File: config.mk
export PLATFORM = sky130hd
export DESIGN_NAME = ubt_xcvr
export DESIGN_NICKNAME = d
export VERILOG_FILES = /design/src/rtl/ubt_pkg.sv /design/src/rtl/ubt_path.sv /design/src/rtl/ubt_channel.sv /design/src/rtl/ubt_xcvr.sv
export SDC_FILE = /design/constraint.sdc
export NUM_CORES = 1
export LEC_CHECK = 0
export ABC_CLOCK_PERIOD_IN_PS = 2900
export BUFFER_PORTS_ARGS = -buffer_cell sky130_fd_sc_hd__buf_2
export CAP_MARGIN = 15
export CORE_UTILIZATION = 39
export CTS_CLUSTER_DIAMETER = 30
export DETAILED_ROUTE_END_ITERATION = 8
export HOLD_SLACK_MARGIN = 0.1
export PLACE_DENSITY = 0.66
export SLEW_MARGIN = 20
export SYNTH_ARGS = -nofsm -noshare
export SYNTH_HDL_FRONTEND = slang
export SYNTH_SLANG_ARGS = --single-unit
File: constraint.sdc
create_clock -name clk -period 2.9 [get_ports clk]
set_input_delay 0 -clock clk [delete_from_list [all_inputs] [get_ports clk]]
set_output_delay 0 -clock clk [all_outputs]
set_load 0.02 [all_outputs]
File: src/rtl/ubt_pkg.sv
package ubt_pkg;

    typedef enum logic [1:0] {
        MODE_PASS = 2'd0,
        MODE_HOLD = 2'd1,
        MODE_LOAD = 2'd2
    } path_mode_e;

    function automatic path_mode_e ubt_decode(input logic le, input logic rise);
        if (le)        return MODE_PASS;
        else if (rise) return MODE_LOAD;
        else           return MODE_HOLD;
    endfunction

endpackage

File: src/rtl/ubt_path.sv
module ubt_path
    import ubt_pkg::*;
#(
    parameter int W = 9
) (
    input  logic         clk,
    input  logic         rst_n,
    input  logic [W-1:0] din_i,
    input  logic         le_i,
    input  logic         ck_i,
    input  logic         oe_n_i,
    output logic [W-1:0] dout_o,
    output logic         oe_o
);

    typedef struct packed {
        logic [W-1:0] hold;
        logic         ck_prev;
    } path_st_t;

    path_st_t   st_d, st_q;
    path_mode_e mode;
    logic       rise;

    always_comb begin
        rise = ck_i & ~st_q.ck_prev;
        mode = ubt_decode(le_i, rise);
        st_d = st_q;
        st_d.ck_prev = ck_i;
        case (mode)
            MODE_PASS, MODE_LOAD: st_d.hold = din_i;
            default:              st_d.hold = st_q.hold;
        endcase
        dout_o = (mode == MODE_PASS) ? din_i : st_q.hold;
        oe_o   = ~oe_n_i;
    end

    always_ff @(posedge clk or negedge rst_n) begin
        if (!rst_n) st_q <= '0;
        else        st_q <= st_d;
    end

    a_r1_reset_clear: assert property (@(posedge clk)
        !rst_n |=> st_q.hold == '0);

    a_r3_hold_stable: assert property (@(posedge clk) disable iff (!rst_n)
        (!le_i && !(ck_i && !st_q.ck_prev)) |=> $stable(st_q.hold));

    a_r4_edge_load: assert property (@(posedge clk) disable iff (!rst_n)
        (!le_i && ck_i && !st_q.ck_prev) |=> st_q.hold == $past(din_i));

    a_r5_track_open: assert property (@(posedge clk) disable iff (!rst_n)
        le_i |=> st_q.hold == $past(din_i));

    a_r5_close_keeps: assert property (@(posedge clk) disable iff (!rst_n)
        ($fell(le_i) && $past(rst_n)) |-> dout_o == $past(din_i));

endmodule

File: src/rtl/ubt_channel.sv
module ubt_channel #(
    parameter int W = 9
) (
    input  logic         clk,
    input  logic         rst_n,
    input  logic [W-1:0] a_i,
    input  logic [W-1:0] b_i,
    input  logic         ab_oe_n,
    input  logic         ab_le,
    input  logic         ab_ck,
    input  logic         ba_oe_n,
    input  logic         ba_le,
    input  logic         ba_ck,
    output logic [W-1:0] b_o,
    output logic         b_oe,
    output logic [W-1:0] a_o,
    output logic         a_oe
);

    ubt_path #(.W(W)) u_ab (
        .clk    (clk),
        .rst_n  (rst_n),
        .din_i  (a_i),
        .le_i   (ab_le),
        .ck_i   (ab_ck),
        .oe_n_i (ab_oe_n),
        .dout_o (b_o),
        .oe_o   (b_oe)
    );

    ubt_path #(.W(W)) u_ba (
        .clk    (clk),
        .rst_n  (rst_n),
        .din_i  (b_i),
        .le_i   (ba_le),
        .ck_i   (ba_ck),
        .oe_n_i (ba_oe_n),
        .dout_o (a_o),
        .oe_o   (a_oe)
    );

    a_r6_enable_follows: assert property (@(posedge clk) disable iff (!rst_n)
        $rose(ab_oe_n) |-> !b_oe);

endmodule

File: src/rtl/ubt_xcvr.sv
module ubt_xcvr #(
    parameter int NCH  = 2,
    parameter int CH_W = 9,
    localparam int DW  = NCH * CH_W
) (
    input  logic            clk,
    input  logic            rst_n,
    input  logic [DW-1:0]   a_i,
    input  logic [DW-1:0]   b_i,
    input  logic [NCH-1:0]  ab_oe_n,
    input  logic [NCH-1:0]  ab_le,
    input  logic [NCH-1:0]  ab_ck,
    input  logic [NCH-1:0]  ba_oe_n,
    input  logic [NCH-1:0]  ba_le,
    input  logic [NCH-1:0]  ba_ck,
    output logic [DW-1:0]   b_o,
    output logic [NCH-1:0]  b_oe,
    output logic [DW-1:0]   a_o,
    output logic [NCH-1:0]  a_oe
);

    for (genvar g = 0; g < NCH; g++) begin : g_ch
        ubt_channel #(.W(CH_W)) u_ch (
            .clk     (clk),
            .rst_n   (rst_n),
            .a_i     (a_i[g*CH_W +: CH_W]),
            .b_i     (b_i[g*CH_W +: CH_W]),
            .ab_oe_n (ab_oe_n[g]),
            .ab_le   (ab_le[g]),
            .ab_ck   (ab_ck[g]),
            .ba_oe_n (ba_oe_n[g]),
            .ba_le   (ba_le[g]),
            .ba_ck   (ba_ck[g]),
            .b_o     (b_o[g*CH_W +: CH_W]),
            .b_oe    (b_oe[g]),
            .a_o     (a_o[g*CH_W +: CH_W]),
            .a_oe    (a_oe[g])
        );
    end

endmodule

======== After elaboration in Yosys (flattened, before gate mapping) ========
Index checks and enable logic that the tools add are counted.
operators by class
  add/sub/neg operators ................... 0
  multipliers ............................. 0
  div/mod/pow operators ................... 0
  $lt $le $gt $ge ......................... 0
  equality and inequality tests ........... 4
  shifts and indexed selects .............. 0
  muxes and demuxes ....................... 12
  bitwise gates (word level) .............. 12
  reduce and logical (&&, ||, !) cells .... 8
operators with widths
  kind                                   count
  9-bit 2-to-1 mux                       4
  2-bit 2-to-1 mux                       8
  2-bit == test (second input constant)  4
  2-bit logical NOT                      4
  1-bit NOT                              8
  2-bit OR reduction                     4
  1-bit bitwise AND                      4
storage, ports and cells
  flip-flop bits (word level) ............. 40
  bits in latches ......................... 0
  bits in writable memories ............... 0
  memory bits (read-only) ................. 0
  input bits .............................. 50
  memories kept ........................... 0

======== Logic depth before layout (Yosys ltp) ========
Gate-level depths: netlist (run 1).
  word-level depth ........................ 6
  depth in mapped cells ................... 3
  gate-level depth less buffers ........... 3

======== Hierarchy ========
From an unflattened synthesis (run 1), not the netlist that was laid out.
second synthesis, totals
  cell total of the unflattened synthesis .. 128
  area total of the unflattened synthesis .. 1951.9 um^2
by module, submodules not included
  module    instances  cells an instance  area an instance (um^2)  seq. area each (um^2)
  ubt_path  4          32                 488.0                    250.2

======== Worst setup path after synthesis (run 1) ========
Ideal clock, no wire load.
  path kind ............................... reg2reg
  start point ............................. register g_ch[0].u_ch.u_ab.st_q[0] (netlist bit)
  end point ............................... register g_ch[0].u_ch.u_ab.st_q[1] (netlist bit)
  data arrival time ....................... 0.963 ns
  required time ........................... 2.775 ns
  slack ................................... 1.813 ns
  cell stages (with the launch flop) ...... 4
  path buffers ............................ 0
  clock period less this slack ............ 1.087 ns
  cells stage by stage .................... dfrtp_1 inv_1 a21oi_4 mux2_2
between the ends
  word-level cells in the longest chain between the ends .. 6
  elaborated cells between the ends (all ways) .. 7
RTL lines
  item                                                       RTL line        RTL
  start: declaration                                         ubt_path.sv:21  path_st_t st_d, st_q;
  start signal: assignment                                   ubt_path.sv:40  else st_q <= st_d;
  1-bit NOT (*)                                              ubt_path.sv:26  rise = ck_i & ~st_q.ck_prev;
  1-bit bitwise AND (*)                                      ubt_path.sv:26
  2-bit 2-to-1 mux (*)                                       ubt_pkg.sv:11   else if (rise) return MODE_LOAD;
  2-bit 2-to-1 mux (*)                                       ubt_pkg.sv:10   if (le) return MODE_PASS;
  2-bit == test / 2-bit logical NOT (equally long branches)  ubt_path.sv:30  case (mode)
  2-bit OR reduction (*)                                     ubt_path.sv:30
Mark *: on every way between the ends. The rest lies on a longest branch, timed or not.
A chain may end at the register's enable or synchronous reset.

======== Worst setup path in the final report (run 1) ========
  start point ............................. input ba_ck[1]
  end point ............................... register g_ch[1].u_ch.u_ba.st_q[8] (netlist bit)
between the ends
  word-level cells in the longest chain between the ends .. 5
  elaborated cells between the ends (all ways) .. 6
RTL lines
  item                                                       RTL line        RTL
  start: declaration                                         ubt_xcvr.sv:15  input logic [NCH-1:0] ba_ck,
  1-bit bitwise AND (*)                                      ubt_path.sv:26
  2-bit 2-to-1 mux (*)                                       ubt_pkg.sv:11
  2-bit 2-to-1 mux (*)                                       ubt_pkg.sv:10
  2-bit == test / 2-bit logical NOT (equally long branches)  ubt_path.sv:30
  2-bit OR reduction (*)                                     ubt_path.sv:30
  end signal: assignment                                     ubt_path.sv:40
  end: declaration                                           ubt_path.sv:21
Marked as above.

==> results.sh, run 1 <==
export IMPL_multi_input_area_um2=876
export IMPL_startpoint_type="input pin"
export IMPL_critPathBufInv=2
export IMPL_nets=311
export IMPL_dp_hpwl_um=2490
export IMPL_max_slew_margin_rel_pct=41.2
export IMPL_leakage_nw=1.36
export IMPL_gp_congestion=0.670
export IMPL_wire_per_inst_um=12.6
export IMPL_syn_num_nets=182
export IMPL_cts_hold_buffers=41
export IMPL_status="finished, final reports clean"
export IMPL_syn_area_mm2=0.00198
export IMPL_syn_inst=132
export IMPL_r2r_slack_ns=1.72
export IMPL_fillCellCount=414
export IMPL_clockBufferDepth=2
export IMPL_clock_sinks=40
export IMPL_criticalPathCategory="in2reg"
export IMPL_ys_ff_latch=40
export IMPL_yosysUniqueCellTypes=6
export IMPL_core_area_mm2=0.00482
export IMPL_finalCritPeriodShare_pct=40.9
export IMPL_portBuffers=89
export IMPL_drv_cap=0
export IMPL_final_cells=326
export IMPL_tritoncts="yes"
export IMPL_cts_buffers=5
export IMPL_drive_above_1_share_pct=65.6
export IMPL_tns_ns=0
export IMPL_crit_family="buffers and inverters"
export IMPL_critPathArrivalTime_ns=1.35
export IMPL_grt_overflow_total=0
export IMPL_antenna_cells=0
export IMPL_rows=25
export IMPL_drc=0
export IMPL_period_needed_ns=1.19
export IMPL_h_tree_depth=2
export IMPL_worstPathMaxFanout=9
export IMPL_cp_cell_sequence="dlygate4sd3_1 > buf_2 > a21oi_4 > mux2_2"
export IMPL_worstHoldPathCells=3
export IMPL_fin_hold_ws_ns=0.241
export IMPL_first_pass_iters=2
export IMPL_die_h_um=73.3
export IMPL_worstHoldStart="ab_oe_n[0]"
export IMPL_ctsRootBufferMaster="clkbuf_8"
export IMPL_post_cts_resized=0
export IMPL_setup_viol=0
export IMPL_finish_utilization_pct=60.5
export IMPL_die_x_um=73.3
export IMPL_wl_um=4100
export IMPL_yosys_warnings=0
export IMPL_boundaryPins=90
export IMPL_min_path_type="in2out"
export IMPL_fin_ws_ns=1.71
export IMPL_r2r_start="g_ch[1].u_ch.u_ab.st_q[0]"
export IMPL_worst_pin_slew_ns=0.882
export IMPL_cts_setup_buffers=0
export IMPL_fin_skew_ns=0.00318
export IMPL_area_growth_pct=47.1
export IMPL_slowest_stage="dlygate4sd3_1"
export IMPL_drtAntennaViolNets=0
export IMPL_dieArea_mm2=0.00537
export IMPL_clkTransAtPathRegs_ns=0.07
export IMPL_vdd_drop_max_mv=0.275
export IMPL_start_util_pct=41.1
export IMPL_fmax_ghz=0.843
export IMPL_via_per_inst=4.56
export IMPL_finalHoldViolCount=0
export IMPL_synth_seq_area_share_pct=50.5
export IMPL_dp_cells=280
export IMPL_hold_end="b_oe[0]"
export IMPL_grt_pass1_wl_um=6800
export IMPL_postSynthAreaPerCell_um2=15.0
export IMPL_dr_total_vias=1485
export IMPL_cp_required_ns=3.06
export IMPL_r2r_cells=3
export IMPL_crit_path_max_incr_delay_ns=0.54
export IMPL_drt_iter0_drc=49
export IMPL_cellPowerDensity_mw_per_mm2=452
export IMPL_grt_pass1_vias=1628
export IMPL_seq_area_mm2=0.00100
export IMPL_cp_end_kind="register"
export IMPL_antenna_found_initial=0
export IMPL_pre_cts_slack_ns=1.71
export IMPL_grtUsageTotal_pct=16.8
export IMPL_r2r_end="g_ch[1].u_ch.u_ab.st_q[2]"
export IMPL_insertion_delay_ns=0.28
export IMPL_rsz0062_at_grt="false"
export IMPL_drv_slew=0
export IMPL_grt_max_degree=41
[layout by cell type, fill, tap and decap left out]
cell / n
inv_1: 8
a21oi_4: 4
dlygate4sd3_1: 41
buf_2: 89
dfrtp_1: 40
mux2_2: 72
clkbuf_8: 5
[where the power goes]
part	switching (mW)	internal, mW
logic	0.171	0.190
registers	0.0232	0.611
clock network	0.168	0.155
total	0.362	0.956
[worst min-delay path, stage by stage]
cell and delay [ns]:
buf_2 0.07, inv_1 0.02, buf_2 0.14
[cells in the mapped netlist]
cell type  number  area (um2)
inv_1           8        30.0
mux2_2         72         811
buf_4           4        30.0
dfrtp_1        40        1000
buf_6           4        45.0
a21oi_4         4        65.1
[sequential cells by signal, indices dropped and copies added (netlist names)]
register             flops
g_ch.u_ch.u_ab.st_q     20
g_ch.u_ch.u_ba.st_q     20
[worst max-delay path by stage]
stage                         startpoint                   endpoint  slack, ns  cells past startpoint
6_report                        ba_ck[1]  g_ch[1].u_ch.u_ba.st_q[8]       1.71                      4
5_1_grt        g_ch[0].u_ch.u_ba.st_q[0]  g_ch[0].u_ch.u_ba.st_q[1]       1.64                      3
4_1_cts        g_ch[0].u_ch.u_ab.st_q[0]  g_ch[0].u_ch.u_ab.st_q[5]       1.70                      3
3_5_place_dp   g_ch[1].u_ch.u_ba.st_q[0]  g_ch[1].u_ch.u_ba.st_q[8]       1.71                      3
3_3_place_gp   g_ch[0].u_ch.u_ba.st_q[0]  g_ch[0].u_ch.u_ba.st_q[6]       1.72                      3
2_1_floorplan  g_ch[0].u_ch.u_ab.st_q[0]  g_ch[0].u_ch.u_ab.st_q[1]       1.81                      3
[metal layers]
metal  vias up  track usage, %  share of wire, %
met2        57            30.8                52
met5         -               0                 0
met3         6            3.57               5.5
met1       703            18.3                41
li1        719               -                 -
met4         0            8.06               1.4
[layout make-up]
class	instances	share of cell area, %
Multi-Input combinational cell	76	30.0
Tap cell	67	2.88
Timing Repair Buffer	130	29.4
Inverter	8	1.03
Clock buffer	5	2.36
Sequential cell	40	34.3
[through the flow]
| stage | total power [mW] | instance area (um2) |
|---|---|---|
| 6_report | 1.32 | 2920 |
| 3_5_place_dp | 0.964 | 2440 |
| 4_1_cts | 1.33 | 2920 |
| 5_1_grt | 1.39 | 2920 |
| 3_3_place_gp | 0.960 | 2440 |
| 2_1_floorplan | 0.858 | 1980 |
[kinds of logic after synthesis]
logic type,after synthesis,share of synthesized area (%)
DFF,40,50.5
buffers and inverters,16,5.30
AOI/OAI and AO/OA,4,3.28
muxes,72,40.9
Power figures use the tool's default switching activity.
==> inputs of run 2 (changes only) <==
--- a/config.mk
+++ b/config.mk
@@ -5,7 +5,7 @@
 export SDC_FILE = /design/constraint.sdc
 export NUM_CORES = 1
 export LEC_CHECK = 0
-export ABC_CLOCK_PERIOD_IN_PS = 2900
+export ABC_CLOCK_PERIOD_IN_PS = 1200
 export BUFFER_PORTS_ARGS = -buffer_cell sky130_fd_sc_hd__buf_2
 export CAP_MARGIN = 15
 export CORE_UTILIZATION = 39
==> constraint.sdc (replaced) <==
create_clock -name clk -period 1.2 [get_ports clk]
set_input_delay 0 -clock clk [delete_from_list [all_inputs] [get_ports clk]]
set_output_delay 0 -clock clk [all_outputs]
set_load 0.02 [all_outputs]
==> run 2 against run 1 <==
Sequential power grew 140%. Largest power group unchanged. Setup slack got worse by 1.7 ns. Largest cell class unchanged. Clock power increased to 2.8 times the previous value. Clock skew is 0.0015 ns higher. Critical path type is now reg2reg.
==> results.sh, run 2 (synthesized netlist as in run 1, its figures left out) <==
export IMPL_dp_hpwl_um=2580
export IMPL_rsz0062_at_grt="false"
export IMPL_wl_um=4140
export IMPL_crit_path_max_incr_delay_ns=0.37
export IMPL_grt_max_degree=41
export IMPL_grtUsageTotal_pct=16.4
export IMPL_clockBufferDepth=2
export IMPL_grt_overflow_total=0
export IMPL_clock_sinks=40
export IMPL_leakage_nw=1.42
export IMPL_dp_cells=285
export IMPL_worstPathMaxFanout=4
export IMPL_min_path_type="in2reg"
export IMPL_p_sw_share_pct=27.2
export IMPL_criticalPathCategory="reg2reg"
export IMPL_via_per_inst=4.58
export IMPL_drv_slew=0
export IMPL_r2r_slack_ns=0.03
export IMPL_die_x_um=73.3
export IMPL_drc=0
export IMPL_clockPowerShare_pct=26.8
export IMPL_wire_per_inst_um=12.2
export IMPL_startpoint_type="register"
export IMPL_dr_total_vias=1548
export IMPL_p_int_mw=2.44
export IMPL_crit_family="multiplexers"
export IMPL_setup_viol=0
export IMPL_fmax_ghz=0.856
export IMPL_crit_end="g_ch[1].u_ch.u_ba.st_q[5]"
export IMPL_grt_pass1_wl_um=6670
export IMPL_cp_required_ns=1.37
export IMPL_cp_end_kind="register"
export IMPL_core_area_mm2=0.00482
export IMPL_clkTransAtPathRegs_ns=0.07
export IMPL_max_slew_margin_rel_pct=81.4
export IMPL_boundaryPins=90
export IMPL_cp_depth=3
export IMPL_fin_total_pwr_mw=3.35
export IMPL_rows=25
export IMPL_power_share_combinational_pct=27.5
export IMPL_tns_ns=0
export IMPL_nets=320
export IMPL_drive_above_1_share_pct=66.4
export IMPL_h_tree_depth=2
export IMPL_start_util_pct=41.1
export IMPL_cellPowerDensity_mw_per_mm2=1100
export IMPL_final_cell_area_mm2=0.00304
export IMPL_drtAntennaViolNets=0
export IMPL_drv_cap=0
export IMPL_cts_buffers=5
export IMPL_portBuffers=89
export IMPL_cp_cell_sequence="inv_1 > a21oi_2 > mux2_2"
export IMPL_critPathArrivalTime_ns=1.34
export IMPL_first_pass_iters=4
export IMPL_antenna_found_initial=0
export IMPL_drt_iter0_drc=38
export IMPL_status="finished, final reports clean"
export IMPL_final_cells=338
export IMPL_critPathBufInv=1
export IMPL_finalHoldViolCount=0
export IMPL_reg_top3="g_ch.u_ch.u_ab.st_q (20), g_ch.u_ch.u_ba.st_q (20)"
export IMPL_dpl_cell_area_mm2=0.00249
export IMPL_antenna_cells=0
export IMPL_dieArea_mm2=0.00537
export IMPL_worst_pin_slew_ns=0.278
export IMPL_vdd_drop_max_mv=0.622
export IMPL_gp_congestion=0.682
export IMPL_cp_startpoint="g_ch[1].u_ch.u_ba.st_q[0]"
export IMPL_r2r_start="g_ch[1].u_ch.u_ba.st_q[0]"
export IMPL_die_h_um=73.3
export IMPL_r2r_cells=3
export IMPL_most_common_layout_cells="buf_2 (89), mux2_2 (72), dlygate4sd3_1 (41)"
export IMPL_insertion_delay_ns=0.28
export IMPL_tritoncts="yes"
export IMPL_area_growth_pct=53.6
export IMPL_period_needed_ns=1.17
export IMPL_finalCritPeriodShare_pct=97.4
export IMPL_seq_power_share_pct=45.8
export IMPL_slowest_stage="mux2_2"
export IMPL_grt_pass1_vias=1582
export IMPL_layout_commonest_cell="buf_2"
export IMPL_p_switching_mw=0.909
export IMPL_r2r_end="g_ch[1].u_ch.u_ba.st_q[5]"
export IMPL_fillCellCount=403
export IMPL_ctsRootBufferMaster="clkbuf_8"
export IMPL_fin_skew_ns=0.00468
-- run 2: timing repair --
action,4_1_cts,5_1_grt
gates resized for setup,0,0
hold buffers,41,0
gates cloned,0,2
endpoints found under the hold margin,80,0
setup buffers,0,2
endpoints found under the setup margin,1,36
pin swaps,1,4
-- run 2: worst min path at each step --
| stage | end | cells after the start | slack (ns) | startpoint |
|---|---|---|---|---|
| floorplan | g_ch[0].u_ch.u_ab.st_q[0] | 0 | -0.30 | rst_n |
| global placement | g_ch[0].u_ch.u_ba.st_q[5] | 2 | -0.007 | rst_n |
| detailed placement | g_ch[0].u_ch.u_ba.st_q[5] | 2 | -0.02 | rst_n |
| CTS | g_ch[0].u_ch.u_ba.st_q[3] | 3 | 0.14 | ba_le[0] |
| global route | g_ch[1].u_ch.u_ba.st_q[9] | 3 | 0.16 | ba_le[1] |
| finish | g_ch[1].u_ch.u_ba.st_q[9] | 3 | 0.15 | ba_le[1] |
-- run 2: routing by layer --
metal  global-route usage (%)  vias up  part of all wire, %
li1                         -      743                    -
met1                     17.6      735                   42
met4                     5.88        0                  2.1
met5                        0        -                    0
met3                     5.08       10                  6.5
met2                     30.2       60                   49
-- run 2: area by class of cell --
type,count,area [um2],area share [%]
Sequential cell,40,1000,32.9
Timing Repair Buffer,137,946,31.1
Multi-Input combinational cell,78,893,29.3
Clock buffer,8,90.1,2.96
Tap cell,67,83.8,2.75
Inverter,8,30.0,0.986
-- run 2: power by group through the flow --
stage / Combinational (mW) / Clock (mW) / Sequential (mW)
final: 0.919 / 0.897 / 1.53
after global routing: 0.992 / 0.993 / 1.55
after CTS: 0.895 / 0.935 / 1.53
after detailed placement: 0.791 / 0 / 1.56
after global placement: 0.786 / 0 / 1.55
after floorplan: 0.532 / 0 / 1.54
-- run 2: tightest hold or removal path, delay by kind of cell --
kind	cells	cell delay (ns)
muxes	1	0.21
AOI/OAI and AO/OA	1	0.06
buffers and inverters	1	0.13
-- run 2: through the flow --
step | util (%) | setup WS, ns | hold slack (ns)
floorplan | - | 0.113 | -0.296
global route | 63.2 | 0.00164 | 0.162
detailed placement | 51.6 | 0.00344 | -0.0152
CTS | 62.0 | 0.00154 | 0.137
global placement | 51.6 | 0.0253 | -0.00740
finish | 63.2 | 0.0312 | 0.155
